--- config.mk ---
export PLATFORM = sky130hd
export DESIGN_NAME = ovl_monitor
export DESIGN_NICKNAME = d
export VERILOG_FILES = /design/src/rtl/ovl_pkg.sv /design/src/rtl/ovl_limit_cmp.sv /design/src/rtl/ovl_state.sv /design/src/rtl/ovl_monitor.sv
export SDC_FILE = /design/constraint.sdc
export NUM_CORES = 1
export LEC_CHECK = 0
export BUFFER_PORTS_ARGS = -buffer_cell sky130_fd_sc_hd__buf_2
export CORE_MARGIN = 2
export CORE_UTILIZATION = 45
export CTS_BUF_LIST = sky130_fd_sc_hd__clkbuf_16
export DETAILED_ROUTE_END_ITERATION = 8
export PLACE_DENSITY = 0.88
export SETUP_SLACK_MARGIN = 0.4
export SLEW_MARGIN = 20
export SYNTH_ARGS = -nofsm -noshare
export SYNTH_HDL_FRONTEND = slang
export SYNTH_SLANG_ARGS = --single-unit
export TNS_END_PERCENT = 30
--- constraint.sdc ---
create_clock -name clk -period 1.52 [get_ports clk]
set_input_delay 0.076 -clock clk [delete_from_list [all_inputs] [get_ports clk]]
set_output_delay 0.076 -clock clk [all_outputs]
set_load 0.02 [all_outputs]
--- src/rtl/ovl_pkg.sv ---
package ovl_pkg;
    localparam int unsigned OVL_DEF_CH = 6;
    localparam int unsigned OVL_DEF_W  = 16;

    typedef enum logic [1:0] {
        OVL_IN_WINDOW = 2'd0,
        OVL_ABOVE     = 2'd1,
        OVL_BELOW     = 2'd2
    } verdict_e;
endpackage

--- src/rtl/ovl_limit_cmp.sv ---
module ovl_limit_cmp #(
    parameter int unsigned SAMPLE_W = ovl_pkg::OVL_DEF_W
) (
    input  logic signed [SAMPLE_W-1:0] sample,
    input  logic signed [SAMPLE_W-1:0] lim_hi,
    input  logic signed [SAMPLE_W-1:0] lim_lo,
    input  logic                       addressed,
    input  logic                       enable,
    output ovl_pkg::verdict_e          verdict,
    output logic                       hit,
    output logic                       viol
);
    always_comb begin
        if (sample > lim_hi) begin
            verdict = ovl_pkg::OVL_ABOVE;
        end else if (sample < lim_lo) begin
            verdict = ovl_pkg::OVL_BELOW;
        end else begin
            verdict = ovl_pkg::OVL_IN_WINDOW;
        end
        hit  = addressed && enable;
        viol = hit && (verdict != ovl_pkg::OVL_IN_WINDOW);
    end
endmodule

--- src/rtl/ovl_state.sv ---
module ovl_state #(
    parameter int unsigned NUM_CH = ovl_pkg::OVL_DEF_CH
) (
    input  logic              clk,
    input  logic              rst_n,
    input  logic [NUM_CH-1:0] hit,
    input  logic [NUM_CH-1:0] viol,
    input  logic [NUM_CH-1:0] chan_en,
    input  logic              ack,
    output logic              trip,
    output logic [NUM_CH-1:0] fault,
    output logic [NUM_CH-1:0] over
);
    typedef struct packed {
        logic              trip;
        logic [NUM_CH-1:0] fault;
        logic [NUM_CH-1:0] over;
    } state_t;

    state_t st_q;
    state_t st_d;
    logic   ack_ok;

    always_comb begin
        st_d = st_q;
        for (int i = 0; i < NUM_CH; i++) begin
            if (!chan_en[i]) begin
                st_d.over[i] = 1'b0;
            end else if (hit[i]) begin
                st_d.over[i] = viol[i];
            end
        end
        ack_ok = ack && (st_d.over == '0);
        if (ack_ok) begin
            st_d.fault = '0;
        end else begin
            st_d.fault = st_q.fault | viol;
        end
        st_d.trip = |st_d.fault;
    end

    always_ff @(posedge clk or negedge rst_n) begin
        if (!rst_n) begin
            st_q <= '0;
        end else begin
            st_q <= st_d;
        end
    end

    assign trip  = st_q.trip;
    assign fault = st_q.fault;
    assign over  = st_q.over;
endmodule

--- src/rtl/ovl_monitor.sv ---
module ovl_monitor #(
    parameter int unsigned NUM_CH   = ovl_pkg::OVL_DEF_CH,
    parameter int unsigned SAMPLE_W = ovl_pkg::OVL_DEF_W,
    parameter int unsigned CHAN_W   = (NUM_CH > 1) ? $clog2(NUM_CH) : 1
) (
    input  logic                       clk,
    input  logic                       rst_n,
    input  logic                       smp_valid,
    input  logic [CHAN_W-1:0]          smp_chan,
    input  logic [SAMPLE_W-1:0]        smp_data,
    input  logic [NUM_CH*SAMPLE_W-1:0] lim_hi_flat,
    input  logic [NUM_CH*SAMPLE_W-1:0] lim_lo_flat,
    input  logic [NUM_CH-1:0]          chan_en,
    input  logic                       ack,
    output logic                       trip,
    output logic [NUM_CH-1:0]          fault_latched,
    output logic [NUM_CH-1:0]          over_now
);
    logic [NUM_CH-1:0] hit;
    logic [NUM_CH-1:0] viol;
    ovl_pkg::verdict_e verdict [NUM_CH];

    for (genvar g = 0; g < NUM_CH; g++) begin : g_chan
        logic addressed;
        assign addressed = smp_valid && (smp_chan == CHAN_W'(g));

        ovl_limit_cmp #(.SAMPLE_W(SAMPLE_W)) cmp_i (
            .sample    ($signed(smp_data)),
            .lim_hi    ($signed(lim_hi_flat[g*SAMPLE_W +: SAMPLE_W])),
            .lim_lo    ($signed(lim_lo_flat[g*SAMPLE_W +: SAMPLE_W])),
            .addressed (addressed),
            .enable    (chan_en[g]),
            .verdict   (verdict[g]),
            .hit       (hit[g]),
            .viol      (viol[g])
        );
    end

    ovl_state #(.NUM_CH(NUM_CH)) state_i (
        .clk     (clk),
        .rst_n   (rst_n),
        .hit     (hit),
        .viol    (viol),
        .chan_en (chan_en),
        .ack     (ack),
        .trip    (trip),
        .fault   (fault_latched),
        .over    (over_now)
    );
endmodule

==> run summary <==
For this block, the via count after detailed routing is 6394. The global-route wire length before repair is 30700 µm, and the post-synthesis sequential area ratio is 6.04%. Setup violations remaining at the end of the flow were counted as 13.

The number of nets produced by synthesis was 1123. The slew at the pin closest to its max-slew limit came out at 0.443 ns. The critical path endpoint category is a flop. The launching instance or port of the critical path was smp_data[1]. The synthesized area was 5390 µm². The final reports fail on negative setup slack.

For the post-detailed-placement half-perimeter wirelength, the log shows 16700 µm. The clock reaches the later pin of the worst-skew pair after 0.24 ns. The signal on the critical path passes through buf_8 -> buf_4 -> ha_1 -> a2111oi_0 -> o311ai_1 -> a311oi_2 -> a211oi_4 -> a21oi_2 -> or4b_4 -> nor4_4 -> buf_6 -> a41oi_2. The share of the synthesized area in the top cell type was 43.2%; the number of nets at the end of the flow was 1443. The run gives 716 as the instance count of the mapped netlist.

The final layout contains routed wiring with a total length of 19800 µm. In the layout the commonest cells are sky130_fd_sc_hd__buf_2, sky130_fd_sc_hd__inv_1, sky130_fd_sc_hd__ha_1, sky130_fd_sc_hd__buf_4, sky130_fd_sc_hd__a21oi_1. Setup repair after global routing could not meet its margin everywhere. The total power divided by cell area was 373 nW/µm². The synthesized design contains 0 enable-type register cells. The prevailing post-synth register cell is sky130_fd_sc_hd__dfrtp_1. Dividing the final minimum period by the clock period gives 174%. The run gives 0.430 mV as the worst-case vdd ir drop. In this run the core area contains 39 standard-cell rows. Across the run, the number of max-cap violations was 0.

Hold violation total from the final report: 0. At the end of the flow the core is filled with cells to 67.7%. The logs give 1 for the H-tree depth and 1179 for the number of non-filler instances in the completed layout. Layout cell share with drive strength beyond 1: 36.2%.

In this run the most used layer during global routing was met2. The cell with the largest stage delay on the worst path was sky130_fd_sc_hd__or4b_4. The tools report the number of buffers created by CTS as 3. In this run the worst path has a maximum fanout of 11. The detail route stage leaves a number of antenna-violating nets equal to 0.

Entering global routing, the biggest net connects 14 pins. The critical path is of the input pin to flop type. The worst setup path is launched from an input pin. By area the synthesized netlist is led by sky130_fd_sc_hd__ha_1, sky130_fd_sc_hd__inv_1, sky130_fd_sc_hd__dfrtp_1. The final global-route overflow total was 0; the average size of a mapped cell was 7.52 µm². The tree built by TritonCTS fans out to 13 sinks.

The data required time of the critical path is 1.62 ns. Subtracting the final worst setup slack from the clock period gives 2.64 ns. The floorplan step set the die height to 113 µm. The flow ran to the end, but the final reports show violations. For met3 alone, demand over resource in global routing was 2.92%.

The clock passes through at most 2 buffers. In the final timing run, aggregate negative setup slack is -10.15 ns. The maximum clock skew at final layout came out at 0.000247 ns.

TritonCTS built the clock tree. The combined buffer and inverter count along the critical path works out to 3. For this run, global-route usage on met2 was measured as 54.3%. The largest single stage delay on the critical path is 0.56 ns. The tightest min-delay check is of the input pin to flop type. Count of unresolved DRC violations after routing: 0.

After the first detailed-routing iteration, the DRC count stood at 305. The max-slew headroom at the worst pin came out at 69.7%. The signal arrival time at the worst endpoint came out at 2.74 ns.

The floorplan die area was 12900 µm²; the clock-pin transition on the worst setup and hold timing paths was 0.05 ns. The tools report the power after layout as 0.00292 W. Global routing used 30.1% of the available tracks. Dividing the detail-routed wire length by the instance count gives 16.8 µm. Synthesis inferred 13 register bits. For this design the static power due to leakage is 4.77 nW. In this run the standard cell core region covers 11600 µm². The count of pins on the block boundary was 234. The count of buffers added on input and output ports is 233. The number of iterations in the first detailed-routing pass came out at 5. The die is 113 µm wide. The worst register-to-register path begins at state_i.over[1]. The share of flip-flops with an asynchronous set or reset works out to 100%.

Using the TritonRoute via totals, the vias-per-cell ratio works out to 5.42. The worst register-to-register path ends at state_i.trip. Static timing analysis puts the maximum clock frequency at 0.379 GHz. The area growth from synthesis to final layout came out at 45.3%. The biggest area contributor in the post-synthesis netlist is sky130_fd_sc_hd__ha_1. The critical path runs through a total of 12 cells. The tools report the initial antenna violation count as 1. The warning count from the yosys run is 0, and the hold-critical path depth is 3. In this run the clock root is driven by a sky130_fd_sc_hd__clkbuf_16. The endpoint of the most critical setup path was state_i.trip. Post-route worst setup slack: -1.12 ns. The run gives 6581 as the number of global-route vias before repair.

In this run, placement finished with an instance count of 1170. Routability-driven placement finished with a final weighted congestion of 0.964. The run gives 0 as the final count of pins violating max slew. Across all register-to-register paths, the minimum setup slack is -0.34 ns. Among cell families on the critical path, the largest total delay comes from compound AO/OA/AOI/OAI gates. Leaving out fill and tap cells, the most frequent cell in the layout is sky130_fd_sc_hd__buf_2.

For the number of distinct library cell variants in the gate-level netlist after synthesis, the log shows 63. The count of cells along the worst register-to-register path is 6, and the fraction of met1 tracks used by global routing is 36.6%. The initial utilization of the core area, before any placement, comes to 46.6%.
==> repair_timing <==
action | 4_1_cts | 5_1_grt
cloned | 0 | 0
endpoints found under the hold margin | 13 | 0
pin swaps | 18 | 8
buffers inserted | 1 | 2
resized for setup | 48 | 14
setup endpoints to repair | 13 | 13
hold buffers | 1 | 0
==> per-layer routing <==
layer	vias to the layer above	wire length, µm
met2	287	9430
li1	3164	-
met4	0	839
met1	2876	8330
met5	-	0
met3	67	1240
==> worst min-delay path by stage <==
stage	slack, ns	start	endpoint
6_report	0.16	chan_en[1]	state_i.over[1]
5_1_grt	0.18	chan_en[1]	state_i.over[1]
4_1_cts	0.14	chan_en[4]	state_i.over[4]
3_5_place_dp	-0.02	rst_n	state_i.over[1]
3_3_place_gp	-0.03	rst_n	state_i.over[1]
2_1_floorplan	-0.22	rst_n	state_i.fault[0]
==> registers in the layout, indices dropped and copies added, names as in the netlist <==
signal and count:
state_i.trip 1, state_i.fault 6, state_i.over 6
==> final cells by class <==
cell class / instances / area, µm²
fill: 948 / 3740
clock buffer: 3 / 75.1
timing repair buffer: 315 / 1860
inverter: 192 / 736
antenna: 1 / 2.50
clock inverter: 1 / 3.75
multi-input combinational: 511 / 4640
tap: 143 / 179
sequential: 13 / 325
==> report_power, final <==
part	switching [W]	total [W]	leakage [nW]	internal, W
sequential	0.00000750	0.000368	0.179	0.000361
clock	0.000157	0.000505	0.0423	0.000348
combinational	0.00105	0.00204	4.55	0.000999
total	0.00121	0.00292	4.77	0.00171
==> through the flow <==
step	instance area [µm²]	hold WS [ns]	setup slack [ns]
2_1_floorplan	5420	-0.220	-1.06
3_3_place_gp	7370	-0.0262	-1.44
3_5_place_dp	7370	-0.0236	-1.48
4_1_cts	7710	0.138	-1.05
5_1_grt	7830	0.175	-1.22
6_report	7830	0.158	-1.12
==> worst reg2reg max path, cell delays in order, from the launching register on <==
cell and delay, ns:
sky130_fd_sc_hd__dfrtp_1 0.37, sky130_fd_sc_hd__a21boi_0 0.14, sky130_fd_sc_hd__a21boi_0 0.30, sky130_fd_sc_hd__or4b_4 0.51, sky130_fd_sc_hd__nor4_4 0.18, sky130_fd_sc_hd__buf_6 0.18, sky130_fd_sc_hd__a41oi_2 0.04
==> cell families (layout without fill, tap and decap cells) <==
logic type | count (synthesis) | count (layout) | share of synthesized area [%]
buffers and inverters | 192 | 511 | 13.4
adders and majority gates | 186 | 186 | 43.2
AOI/OAI and AO/OA | 170 | 170 | 21.1
and+or+nand+nor | 153 | 153 | 15.8
DFF | 13 | 13 | 6.04
muxes | 2 | 2 | 0.418
other | 0 | 1 | 0
==> cells in the mapped netlist (2+ instances only) <==
library cell / count
sky130_fd_sc_hd__nor4_1: 2
sky130_fd_sc_hd__a31oi_1: 3
sky130_fd_sc_hd__o21ai_1: 6
sky130_fd_sc_hd__and2b_2: 2
sky130_fd_sc_hd__ha_1: 186
sky130_fd_sc_hd__nand2b_1: 7
sky130_fd_sc_hd__or3_1: 2
sky130_fd_sc_hd__nand2_1: 26
sky130_fd_sc_hd__o31ai_1: 5
sky130_fd_sc_hd__a21boi_0: 3
sky130_fd_sc_hd__and4_1: 3
sky130_fd_sc_hd__nor2_1: 31
sky130_fd_sc_hd__and3_1: 6
sky130_fd_sc_hd__o21a_1: 9
sky130_fd_sc_hd__o211ai_1: 5
sky130_fd_sc_hd__a221oi_1: 4
sky130_fd_sc_hd__a211oi_1: 10
sky130_fd_sc_hd__a31oi_4: 2
sky130_fd_sc_hd__a2111oi_0: 4
sky130_fd_sc_hd__a21oi_1: 51
sky130_fd_sc_hd__a2bb2oi_1: 2
sky130_fd_sc_hd__dfrtp_1: 13
sky130_fd_sc_hd__nor2b_1: 8
sky130_fd_sc_hd__nand4_1: 27
sky130_fd_sc_hd__nor3_1: 5
sky130_fd_sc_hd__o21ai_0: 23
sky130_fd_sc_hd__a211o_1: 2
sky130_fd_sc_hd__and2_2: 2
sky130_fd_sc_hd__a21o_1: 24
sky130_fd_sc_hd__o21bai_1: 3
sky130_fd_sc_hd__nand3_1: 17
sky130_fd_sc_hd__inv_1: 192
(Power assumes the default switching activity.)
